**src/rtl/spi_wr_pkg.sv**
```systemverilog
package spi_wr_pkg;
  localparam int unsigned SPI_AW = 7;
  localparam int unsigned SPI_DW = 8;
  localparam int unsigned SPI_NREGS = 1 << SPI_AW;
  localparam int unsigned SPI_CW = $clog2(SPI_DW);

  typedef enum logic {PH_CMD, PH_DATA} spi_phase_e;

  // next register address after a completed byte, wrapping at the top
  function automatic logic [SPI_AW-1:0] addr_next(input logic [SPI_AW-1:0] a);
    return a + 1'b1;
  endfunction

  // command byte: direction flag in the MSB, start address below it
  function automatic logic cmd_is_read(input logic [SPI_DW-1:0] c);
    return c[SPI_DW-1];
  endfunction

  function automatic logic [SPI_AW-1:0] cmd_addr(input logic [SPI_DW-1:0] c);
    return c[SPI_AW-1:0];
  endfunction
endpackage

```
**src/rtl/spi_wr_sync.sv**
```systemverilog
module spi_wr_sync #(
  parameter int unsigned W = 1,
  parameter int unsigned STAGES = 2,
  parameter logic [W-1:0] RST_VAL = '0
) (
  input  logic         clk,
  input  logic         rst_n,
  input  logic [W-1:0] d_i,
  output logic [W-1:0] q_o
);
  logic [STAGES-1:0][W-1:0] stg;

  always_ff @(posedge clk or negedge rst_n) begin
    if (!rst_n) stg <= {STAGES{RST_VAL}};
    else        stg <= {stg[STAGES-2:0], d_i};
  end

  assign q_o = stg[STAGES-1];
endmodule

```
**src/rtl/spi_wr_frame.sv**
```systemverilog
module spi_wr_frame
  import spi_wr_pkg::*;
(
  input  logic              clk,
  input  logic              rst_n,
  input  logic              sclk_s,
  input  logic              csn_s,
  input  logic              sd_s,
  output logic              wr_en_o,
  output logic [SPI_AW-1:0] wr_addr_o,
  output logic [SPI_DW-1:0] wr_data_o
);
  localparam logic [SPI_CW-1:0] BIT_LAST = SPI_CW'(SPI_DW - 1);

  logic              sclk_d;
  spi_phase_e        phase;
  logic [SPI_CW-1:0] bit_cnt;
  logic [SPI_DW-1:0] shreg;
  logic              rw_flag;
  logic [SPI_AW-1:0] cur_addr;

  // named internal events
  wire              sclk_rise = sclk_s & ~sclk_d;
  wire              bit_take  = sclk_rise & ~csn_s;
  wire              byte_done = bit_take & (bit_cnt == BIT_LAST);
  wire [SPI_DW-1:0] assembled = {shreg[SPI_DW-2:0], sd_s};

  always_ff @(posedge clk or negedge rst_n) begin
    if (!rst_n) begin
      sclk_d    <= 1'b0;
      phase     <= PH_CMD;
      bit_cnt   <= '0;
      shreg     <= '0;
      rw_flag   <= 1'b0;
      cur_addr  <= '0;
      wr_en_o   <= 1'b0;
      wr_addr_o <= '0;
      wr_data_o <= '0;
    end else begin
      sclk_d  <= sclk_s;
      wr_en_o <= 1'b0;
      if (csn_s) begin
        phase   <= PH_CMD;
        bit_cnt <= '0;
      end else if (bit_take) begin
        shreg   <= assembled;
        bit_cnt <= bit_cnt + 1'b1;
        if (byte_done) begin
          if (phase == PH_CMD) begin
            rw_flag  <= cmd_is_read(assembled);
            cur_addr <= cmd_addr(assembled);
            phase    <= PH_DATA;
          end else begin
            wr_en_o   <= ~rw_flag;
            wr_addr_o <= cur_addr;
            wr_data_o <= assembled;
            cur_addr  <= addr_next(cur_addr);
          end
        end
      end
    end
  end

  // a write pulse is always one cycle behind a synchronised clock edge
  a_r11_wr_after_edge: assert property (@(posedge clk) disable iff (!rst_n)
    wr_en_o |-> $past(sclk_rise));
  // read frames never produce a write pulse
  a_r7_no_write_in_read: assert property (@(posedge clk) disable iff (!rst_n)
    wr_en_o |-> !rw_flag);
  // the running address is one past the byte just written
  a_r5_addr_step: assert property (@(posedge clk) disable iff (!rst_n)
    wr_en_o |-> (cur_addr == addr_next(wr_addr_o)));
  // select release returns the framer to a fresh command byte
  a_r8_cs_release: assert property (@(posedge clk) disable iff (!rst_n)
    csn_s |=> (phase == PH_CMD && bit_cnt == '0));
endmodule

```
**src/rtl/spi_wr_regfile.sv**
```systemverilog
module spi_wr_regfile
  import spi_wr_pkg::*;
(
  input  logic              clk,
  input  logic              rst_n,
  input  logic              wr_en_i,
  input  logic [SPI_AW-1:0] wr_addr_i,
  input  logic [SPI_DW-1:0] wr_data_i,
  input  logic [SPI_AW-1:0] rd_addr_i,
  output logic [SPI_DW-1:0] rd_data_o
);
  logic [SPI_DW-1:0] mem [SPI_NREGS];

  always_ff @(posedge clk or negedge rst_n) begin
    if (!rst_n) begin
      for (int i = 0; i < SPI_NREGS; i++) mem[i] <= '0;
    end else if (wr_en_i) begin
      mem[wr_addr_i] <= wr_data_i;
    end
  end

  assign rd_data_o = mem[rd_addr_i];

  // a write request lands in the bank on the next edge
  a_r3_write_lands: assert property (@(posedge clk) disable iff (!rst_n)
    wr_en_i |=> (mem[$past(wr_addr_i)] == $past(wr_data_i)));
endmodule

```
**src/rtl/spi_wr_port.sv**
```systemverilog
module spi_wr_port
  import spi_wr_pkg::*;
#(
  parameter int unsigned SYNC_STAGES = 2
) (
  input  logic              clk,
  input  logic              rst_n,
  input  logic              three_wire_i,
  input  logic              csn_i,
  input  logic              sclk_i,
  input  logic              sdi_i,
  input  logic              sdio_i,
  output logic              sdo_o,
  output logic              sdo_oe_o,
  input  logic [SPI_AW-1:0] rd_addr_i,
  output logic [SPI_DW-1:0] rd_data_o
);
  localparam int unsigned SYNC_W = 3;
  localparam logic [SYNC_W-1:0] SYNC_RST = 3'b100;  // select idles high

  logic              sd_raw;
  logic              csn_s, sclk_s, sd_s;
  logic              wr_en;
  logic [SPI_AW-1:0] wr_addr;
  logic [SPI_DW-1:0] wr_data;

  // mode picks which pin carries the serial data
  assign sd_raw = three_wire_i ? sdio_i : sdi_i;

  spi_wr_sync #(.W(SYNC_W), .STAGES(SYNC_STAGES), .RST_VAL(SYNC_RST)) u_sync (
    .clk   (clk),
    .rst_n (rst_n),
    .d_i   ({csn_i, sclk_i, sd_raw}),
    .q_o   ({csn_s, sclk_s, sd_s})
  );

  spi_wr_frame u_frame (
    .clk       (clk),
    .rst_n     (rst_n),
    .sclk_s    (sclk_s),
    .csn_s     (csn_s),
    .sd_s      (sd_s),
    .wr_en_o   (wr_en),
    .wr_addr_o (wr_addr),
    .wr_data_o (wr_data)
  );

  spi_wr_regfile u_regs (
    .clk       (clk),
    .rst_n     (rst_n),
    .wr_en_i   (wr_en),
    .wr_addr_i (wr_addr),
    .wr_data_i (wr_data),
    .rd_addr_i (rd_addr_i),
    .rd_data_o (rd_data_o)
  );

  // the serial output is never enabled by the write path
  assign sdo_o    = 1'b0;
  assign sdo_oe_o = 1'b0;
endmodule

```
**config.mk**
```make
export PLATFORM = sky130hd
export DESIGN_NAME = spi_wr_port
export DESIGN_NICKNAME = d
export VERILOG_FILES = /design/src/rtl/spi_wr_pkg.sv /design/src/rtl/spi_wr_sync.sv /design/src/rtl/spi_wr_frame.sv /design/src/rtl/spi_wr_regfile.sv /design/src/rtl/spi_wr_port.sv
export SDC_FILE = /design/constraint.sdc
export NUM_CORES = 1
export LEC_CHECK = 0
export BUFFER_PORTS_ARGS = -buffer_cell sky130_fd_sc_hd__buf_2
export CAP_MARGIN = 20
export CORE_MARGIN = 1.5
export CORE_UTILIZATION = 42
export DETAILED_ROUTE_END_ITERATION = 10
export SLEW_MARGIN = 25
export SYNTH_ARGS = -nofsm -noshare
export SYNTH_HDL_FRONTEND = slang
export SYNTH_SLANG_ARGS = --single-unit
```
**constraint.sdc**
```tcl
create_clock -name clk -period 6.3 [get_ports clk]
set_input_delay 0.63 -clock clk [delete_from_list [all_inputs] [get_ports clk]]
set_output_delay 0.63 -clock clk [all_outputs]
set_load 0.03 [all_outputs]
```
==> flow_metrics.tcl, run 1 <==
set metrics [dict create \
    syn_to_final_growth_pct 12.29 \
    wire_per_inst_um 27.27 \
    clock-sinks 1066 \
    cts_tree "built" \
    crit_family "multiplexers" \
    run_status "completed" \
    min_period_ns 4.530 \
    yosys.cell_count.top_type "dfrtp_1" \
    power.density_nw_per_um2 265.0 \
    skew_ns 0.03019 \
    dieWidth_um 341.5 \
    cp_max_fo 51 \
    maxSlewHeadroom 0.2602 \
    synth_top_area_share 0.5534 \
    synth_top_area_cell "dfrtp_1" \
    synth.distinct_cells 30 \
    met1_usage 0.3089 \
    whs_ns 0.08132 \
    yosys_register_bits 1066 \
    cts_setup_buffers 0 \
    endpoint_kind "primary output" \
    num_vias 26248 \
    grt_max_degree 187 \
    cts_resized 0 \
    portBuffers 21 \
    cts_made_buffers 114 \
    firstDrtPassIters 5 \
    worst_pin_slew_ns 1.106 \
    globalplace.congestion 0.7991 \
    seq_area_frac_synth 0.5545 \
    worst_path_most_repeated_cell "mux4_2" \
    drt_iter0_drc 1878 \
    finalSetupViolCount 0 \
    ctsLongestPathBuffers 3 \
    ctsHtreeMaxLevel 3 \
    critPathLaunchType "primary input" \
    place_area_sq_um 49950 \
    hold_violations 0 \
    slowest_stage "mux4_2" \
    grt_use_met3 0.03322 \
    wl_um 122100 \
    stdcell_area_sq_um 54030 \
    path_buf_inv 3 \
    ys.flop_type "dfrtp_1" \
    path_clk_slew_ns 0.06 \
    clock_latency_ns 0.71 \
    start_util 0.4254 \
    synth_edf_count 0 \
    drc 0 \
    n_fill_cell 9413 \
    fin_tns_setup_ns 0 \
    leakage_nw 25.65 \
    critPathKind "primary input to primary output" \
    track_usage 0.2153 \
    nets 2897 \
    pin_count 24 \
    drv_cap 0 \
    vias_per_cell 5.860 \
    finalMaxSlewViolations 0 \
    fmax_ghz 0.2208 \
    root_buffer "clkbuf_16" \
    regArea_sq_um 26710 \
    yosysWarnings 0 \
    dp_hpwl_um 76270 \
    synth_common_cells "dfrtp_1 (1064), mux2_2 (1055), mux4_2 (336)" \
    antenna_left 0 \
    dieArea_sq_um 116600 \
    dp_slack_ns 1.767 \
    syn_area_sq_um 48110 \
    grt_pass1_vias 28680 \
    grt_use_met2 0.3417 \
    grt_pass1_wl_um 189500 \
    syn_inst 2902 \
    arrival_ns 3.90 \
    grt_antenna_before_repair 5 \
    core-area_sq_um 113100 \
    cts_hold_buffers 1 \
    min_path_type "primary input to flip-flop" \
    postLayoutSetupSlackWorst_ns 1.770 \
    peakVddDrop_mv 0.2059 \
    fin_crit_sh 0.7190 \
    yosys-top-cells-area "dfrtp_1 (55%), mux2_2 (25%), mux4_2 (16%), clkbuf_1 (1.3%), nand2_1 (0.66%)" \
    busiest_layer "met2" \
    max_stage_delay_ns 0.58 \
    cp.required_ns 5.67 \
    overflow 0 \
    drive_above_1_share 0.5722 \
    multiInputGateArea_sq_um 20630 \
    cp_cell_sequence "buf_8, buf_12, mux4_2, mux4_2, mux4_2, mux2_2, buf_2" \
    report.power.total_mw 14.32 \
    die_h_um 341.5 \
    rsz0062_at_grt "false" \
    rows 123 \
    async_reset_ff_frac 1.000 \
    syn_area_per_cell_sq_um 16.58 \
]
## path summary, 6_finish.rpt
path | from | to | slack (ns) | cells past startpoint
setup / recovery | rd_addr_i[0] | rd_data_o[0] | 1.77 | 7
hold / removal | csn_i | u_sync.stg[2]$_DFF_PN1_ | 0.08 | 1
setup reg to reg | u_frame.wr_addr_o[4]$_DFFE_PN0P_ | u_regs.mem[66]$_DFFE_PN0P_ | 2.76 | 4
hold reg to reg | u_sync.stg[2]$_DFF_PN1_ | u_sync.q_o[2]$_DFF_PN1_ | 0.35 | 0
max in group asynchronous | rst_n | u_regs.mem[398]$_DFFE_PN0P_ | 4.15 | 4
min in group asynchronous | rst_n | u_regs.mem[744]$_DFFE_PN0P_ | 0.58 | 2
## routing by layer
layer,wire length [um],part of all wire
met2,58180,0.48
met1,54830,0.45
met3,6075,0.050
met5,0,0
met4,3032,0.025
## power breakdown
group | total (mW) | leakage [nW] | internal (mW) | switching (mW)
clock network | 7.02 | 1.96 | 4.23 | 2.79
logic | 0.407 | 8.84 | 0.130 | 0.276
registers | 6.90 | 14.9 | 6.87 | 0.0263
total | 14.3 | 25.7 | 11.2 | 3.09
## cell usage in the layout, fill, tap and decap left out, types with 3 or more instances in the layout
| cell type | count |
|---|---|
| o22ai_1 | 5 |
| buf_2 | 16 |
| ha_1 | 3 |
| nand2b_1 | 9 |
| mux2i_1 | 6 |
| dfrtp_4 | 8 |
| diode_2 | 3 |
| bufinv_16 | 14 |
| clkbuf_8 | 22 |
| nor2b_1 | 3 |
| nand3_1 | 7 |
| nor2_1 | 37 |
| nand2_1 | 85 |
| nor4_2 | 4 |
| buf_6 | 5 |
| and3_1 | 4 |
| buf_12 | 14 |
| clkbuf_16 | 117 |
| clkinv_2 | 26 |
| mux2_2 | 1055 |
| nor4_4 | 3 |
| dfrtp_1 | 1056 |
| or2_2 | 4 |
| nand4_1 | 4 |
| a21oi_1 | 7 |
| buf_8 | 3 |
| buf_4 | 41 |
| nor3_1 | 10 |
| clkbuf_1 | 26 |
| o21ai_0 | 4 |
| mux4_2 | 336 |
| clkinvlp_4 | 3 |
| nor2_2 | 19 |
## cell families (layout without fill, tap and decap cells)
group                      Yosys count  count (layout)  synth area share
muxes                             1397            1397            0.4054
DFF                               1066            1066            0.5545
buffers and inverters              223             296           0.01885
and+or+nand+nor                    194             194           0.01825
AOI/OAI and AO/OA                   17              17          0.001950
adders and majority gates            3               3         0.0007802
other                                1               5        0.00007794
xor gates and xnor gates             1               1         0.0001821
## through the flow
stage,util,std cells
floorplan,-,2903
global route,0.4776,4476
CTS,0.4767,4473
detailed placement,0.4416,4260
finish,0.4777,4479
global placement,0.4411,4260
## sequential cells by signal, summed over array words and instances (netlist names)
register,cells
u_frame.wr_addr_o,7
u_sync.stg,3
u_frame.rw_flag,1
u_frame.sclk_d,1
u_frame.wr_en_o,1
u_frame.cur_addr,7
u_sync.q_o,3
u_frame.bit_cnt,3
u_regs.mem,1024
u_frame.phase,1
u_frame.shreg,7
u_frame.wr_data_o,8
## layout make-up
class	count	share of cell area
clock inverter	47	0.01174
sequential	1066	0.4943
multi-input combinational	1614	0.3819
tap	1500	0.03474
antenna	3	0.0001389
timing repair buffer	82	0.01545
inverter	2	0.0001389
clock buffer	165	0.06160
(Power assumes the default switching activity.)
==> inputs of run 2 (changes only) <==
Clock period 6.3 ns to 4.8 ns, I/O delays scaled along.
==> run 2 against run 1 <==
Routed wire length up 1.7%. Combinational power up 37%. First-iteration DRC count up 10%. Hold slack worse by 0.0025 ns. Clock skew down 0.0054 ns.
==> flow_metrics.tcl, run 2 (synthesis results as in run 1) <==
set metrics [dict create \
    endpoint "rd_data_o[7]" \
    peakVddDrop_mv 0.2783 \
    clock-sinks 1066 \
    largestRegisters "u_regs.mem (1024), u_frame.wr_data_o (8)" \
    worst_pin_slew_ns 1.107 \
    grt_antenna_before_repair 10 \
    globalplace.congestion 0.7972 \
    grt_max_degree 132 \
    grt_pass1_vias 28826 \
    ff2ff_path_depth 4 \
    track_usage 0.2177 \
    endpoint_kind "primary output" \
    cts_resized 0 \
    ctsLongestPathBuffers 3 \
    grt_pass1_wl_um 191300 \
    finalMaxSlewViolations 0 \
    leakage_nw 25.82 \
    pin_count 24 \
    place_area_sq_um 50180 \
    overflow 0 \
    drt_iter0_drc 2068 \
    finalSetupViolCount 0 \
    min_path_type "primary input to flip-flop" \
    syn_to_final_growth_pct 12.89 \
    clock_latency_ns 0.71 \
    dieArea_sq_um 116600 \
    drive_above_1_share 0.5742 \
    dieWidth_um 341.5 \
    largest_register_ffs 1024 \
    cp.required_ns 4.32 \
    wl_um 124200 \
    maxSlewHeadroom 0.2593 \
    power.density_nw_per_um2 349.4 \
    crit_family "multiplexers" \
    cts_setup_buffers 0 \
    worst_path_most_repeated_cell "mux4_2" \
    critPathLaunch "rd_addr_i[0]" \
    cp_cell_sequence "buf_8, buf_4, mux4_2, mux4_2, mux4_2, mux2_2, buf_2" \
    regMostFlops "u_regs.mem" \
    cts_made_buffers 115 \
    portBuffers 21 \
    worstSetupPathDepth 7 \
    rsz0062_at_grt "false" \
    rows 123 \
    firstDrtPassIters 6 \
    nets 2921 \
    path_clk_slew_ns 0.06 \
    num_vias 26437 \
    start_util 0.4254 \
    hold_violations 0 \
    cts_tree "built" \
    fmax_ghz 0.2433 \
    r2r_end "u_regs.mem[511]$_DFFE_PN0P_" \
    cp_max_fo 27 \
    fin_crit_sh 0.8562 \
    ctsHtreeMaxLevel 3 \
    final_cells 4500 \
    stdcell_area_sq_um 54320 \
    run_status "completed" \
    wire_per_inst_um 27.61 \
    max_stage_delay_ns 0.60 \
    drv_cap 0 \
    slowest_stage "mux4_2" \
    vias_per_cell 5.875 \
    arrival_ns 3.63 \
    final_cell_mix "dfrtp_1 (1056), mux2_2 (1055), mux4_2 (336)" \
    r2r_slack_ns 1.67 \
    critPathKind "primary input to primary output" \
    mostFrequentLayoutCell "dfrtp_1" \
    antenna_left 0 \
    dp_hpwl_um 79040 \
    skew_ns 0.02474 \
    dp_cells 4283 \
    rr_startpoint "u_frame.wr_addr_o[6]$_DFFE_PN0P_" \
    min_delay_path_depth 2 \
    die_h_um 341.5 \
    core-area_sq_um 113100 \
    root_buffer "clkbuf_16" \
    drc 0 \
    min_period_ns 4.110 \
    fin_tns_setup_ns 0 \
    critPathLaunchType "primary input" \
    path_buf_inv 3 \
]
## run 2: final cells by class
cell class                 count  area (sq um)
antenna                        1         2.502
clock buffer                 167          3426
clock inverter                45         631.9
fill                        9493         58800
inverter                       2         7.507
multi-input combinational   1614         20610
sequential                  1066         26710
tap                         1500          1877
timing repair buffer         105          1054
## run 2: metal layers
metal | track usage | vias to the layer above | routed length (um)
met1 | 0.3105 | 14738 | 55510
met3 | 0.02783 | 166 | 5477
met2 | 0.3529 | 633 | 60550
li1 | - | 10900 | -
met4 | 0.05796 | 0 | 2693
met5 | 0 | - | 0
## run 2: worst min-delay path by stage
| stage | to | slack (ns) | startpoint |
|---|---|---|---|
| final | u_sync.stg[0]$_DFF_PN0_ | 0.08 | sdi_i |
| after global placement | u_sync.q_o[1]$_DFF_PN0_ | 0.34 | u_sync.stg[1]$_DFF_PN0_ |
| after CTS | u_sync.stg[0]$_DFF_PN0_ | 0.02 | sdi_i |
| after global routing | u_sync.stg[0]$_DFF_PN0_ | 0.06 | sdi_i |
| after floorplan | u_frame.bit_cnt[0]$_DFFE_PN0P_ | 0.18 | rst_n |
| after detailed placement | u_sync.q_o[0]$_DFF_PN0_ | 0.34 | u_sync.stg[0]$_DFF_PN0_ |
## run 2: report_power, final
group | switching [mW] | total [mW] | internal [mW]
registers | 0.0336 | 9.05 | 9.02
clock network | 3.69 | 9.37 | 5.68
logic | 0.375 | 0.557 | 0.182
## run 2: timing repair
item / 4_1_cts / 5_1_grt
hold buffers: 3 / 0
setup endpoints to repair: 0 / 0
hold endpoints to repair: 88 / 0
## run 2: stage by stage
stage	hold WS [ns]	total power, mW	setup WS, ns	utilization
after detailed placement	0.3449	9.793	0.6587	0.4436
after global placement	0.3390	9.774	0.6491	0.4434
after CTS	0.02477	19.20	0.6544	0.4798
final	0.07885	18.98	0.6904	0.4802
after global routing	0.06231	19.60	0.5842	0.4802
after floorplan	0.1844	9.464	1.366	-
==> inputs of run 3 (changes only) <==
--- a/config.mk
+++ b/config.mk
@@ -10,3 +10,3 @@
 export CORE_MARGIN = 1.5
-export CORE_UTILIZATION = 42
+export CORE_UTILIZATION = 35
 export DETAILED_ROUTE_END_ITERATION = 10
==> constraint.sdc (replaced) <==
create_clock -name clk -period 3.7 [get_ports clk]
set_input_delay 0.74 -clock clk [delete_from_list [all_inputs] [get_ports clk]]
set_output_delay 0.74 -clock clk [all_outputs]
set_load 0.03 [all_outputs]
==> run 3 against run 2 <==
The flow now finishes with violations (negative setup slack). Total power rose by 27%. Design area up 3.4%. First-iteration DRC count fell by 17%. Register-to-register slack got worse by 0.90 ns. Combinational power grew 59%. Setup slack got worse by 1.2 ns. Hold slack better by 0.074 ns. Largest power group is now sequential cells. Highest routed layer is now met5.
==> flow_metrics.tcl, run 3 (synthesis results as in run 1) <==
set metrics [dict create \
    vias_per_cell 5.398 \
    track_usage 0.1779 \
    nets 3040 \
    rows 135 \
    swShare 0.2240 \
    critPathKind "primary input to primary output" \
    min_path_type "primary input to flip-flop" \
    endpoint_kind "primary output" \
    arrival_ns 3.45 \
    drive_above_1_share 0.5846 \
    fin_crit_sh 1.133 \
    clockPowerShare 0.478 \
    regMostFlops "u_regs.mem" \
    min_period_ns 4.191 \
    cp.required_ns 2.96 \
    cts_made_buffers 113 \
    clock-sinks 1066 \
    slowest_stage "mux4_2" \
    skew_ns 0.03615 \
    grt_max_degree 118 \
    hp-start "csn_i" \
    wire_per_inst_um 25.25 \
    rr_startpoint "u_frame.wr_addr_o[6]$_DFFE_PN0P_" \
    firstDrtPassIters 8 \
    r2r_end "u_regs.mem[298]$_DFFE_PN0P_" \
    hold_violations 0 \
    final_cell_mix "dfrtp_1 (1056), mux2_2 (1047), mux4_2 (336)" \
    dp_hpwl_um 80760 \
    ff2ff_path_depth 4 \
    peakVddDrop_mv 0.3862 \
    power.density_nw_per_um2 430.5 \
    leakage_nw 26.63 \
    ctsHtreeMaxLevel 3 \
    start_util 0.3539 \
    clock_latency_ns 0.74 \
    p_seq_frac 0.485 \
    p_sw_mw 5.415 \
    postLayoutSetupSlackWorst_ns -0.4914 \
    run_status "finished with violations" \
    holdPathEnd "u_sync.stg[2]$_DFF_PN1_" \
    finalSetupViolCount 8 \
    cp_max_fo 8 \
    die_h_um 373.8 \
    internal_power_mw 18.76 \
    worst_pin_slew_ns 1.009 \
    fmax_ghz 0.2386 \
    rsz0062_at_grt "true" \
    drv_cap 0 \
    drt_iter0_drc 1709 \
    cp_cell_sequence "buf_16, buf_16, buf_4, mux4_2, mux4_2, mux4_2, mux2_4, buf_6" \
    mostFrequentLayoutCell "dfrtp_1" \
    pin_count 24 \
    worst_path_most_repeated_cell "mux4_2" \
    portBuffers 21 \
    dieArea_sq_um 139700 \
    syn_to_final_growth_pct 16.74 \
    globalplace.congestion 0.8015 \
    wl_um 123600 \
    finalMaxSlewViolations 0 \
    min_delay_path_depth 1 \
    drc 0 \
    ctsLongestPathBuffers 3 \
    cts_tree "built" \
    largest_register_ffs 1024 \
    largestRegisters "u_regs.mem (1024), u_frame.wr_data_o (8)" \
    antenna_left 0 \
    insertedDiodeCount 0 \
    grt_pass1_vias 27667 \
    stdcell_area_sq_um 56170 \
    power_frac_comb 0.037 \
    violations "negative setup slack" \
    critPathLaunchType "primary input" \
    path_clk_slew_ns 0.06 \
    num_vias 26428 \
    r2r_slack_ns 0.77 \
    max_stage_delay_ns 0.59 \
    grt_antenna_before_repair 6 \
    core-area_sq_um 136000 \
    root_buffer "clkbuf_16" \
    maxSlewHeadroom 0.3275 \
    dieWidth_um 373.8 \
    place_area_sq_um 51740 \
    dp_slack_ns -0.5045 \
    overflow 0 \
    grt_pass1_wl_um 188000 \
]
run 3: cell types whose count changed in the layout (fill, tap and decap cells not counted), sizes merged:
cell	before	now
dlygate4sd3	3	1
buf	102	217
clkinvlp	6	2
clkinv	22	19
bufinv	14	5
inv	5	7
clkbuf	167	184
diode	1	0
run 3: final cells by class:
cell class / instances / area, sq um
fillers: 12105 / 79810
flip-flops and latches: 1066 / 26710
multi-input cells: 1614 / 20590
clock buffers: 176 / 3405
repair buffers: 226 / 2815
well taps: 1781 / 2228
clock inverters: 31 / 414.1
inverters: 2 / 7.507
run 3: per-layer routing:
metal	GRT usage	wire length [um]
met3	0.03604	6348
met1	0.2570	57360
met5	0	33
met4	0.05691	3829
met2	0.2679	56030
run 3: timing repair:
item                       CTS  global route
hold buffers                 1             0
gates cloned                 5             8
buffers inserted             1             6
setup endpoints to repair    8             8
hold endpoints to repair    30             0
gates resized for setup     29            14
run 3: how the worst max path moves through the flow:
stage / start / end / slack [ns]
2_1_floorplan: rd_addr_i[0] / rd_data_o[0] / -0.002
3_3_place_gp: rd_addr_i[0] / rd_data_o[1] / -0.52
3_5_place_dp: rd_addr_i[0] / rd_data_o[3] / -0.50
4_1_cts: rd_addr_i[0] / rd_data_o[6] / -0.49
5_1_grt: rd_addr_i[0] / rd_data_o[2] / -0.48
6_report: rd_addr_i[0] / rd_data_o[7] / -0.49
run 3: power by group through the flow:
stage                     clock [mW]  sequential [mW]  combinational (mW)
after floorplan                    0             11.9               0.362
after global placement             0             12.0               0.840
after detailed placement           0             12.0               0.847
after CTS                       11.8             11.7               0.883
after global routing            12.3             11.7               0.978
final                           11.6             11.7               0.888
run 3: worst max-delay path: cells and delay by family:
kind	cells	cell delay, ns
muxes	4	2.04
buffers and inverters	4	0.63
run 3: through the flow:
| stage | hold WS, ns | utilization | instances | total power, mW | setup TNS (ns) |
|---|---|---|---|---|---|
| floorplan | 0.3312 | - | 2903 | 12.30 | -0.01469 |
| global placement | 0.3382 | 0.3805 | 4667 | 12.79 | -3.981 |
| detailed placement | 0.3355 | 0.3805 | 4667 | 12.80 | -3.971 |
| CTS | 0.1173 | 0.4106 | 4881 | 24.46 | -3.782 |
| global route | 0.1155 | 0.4131 | 4896 | 25.05 | -3.744 |
| finish | 0.1532 | 0.4131 | 4896 | 24.18 | -3.668 |
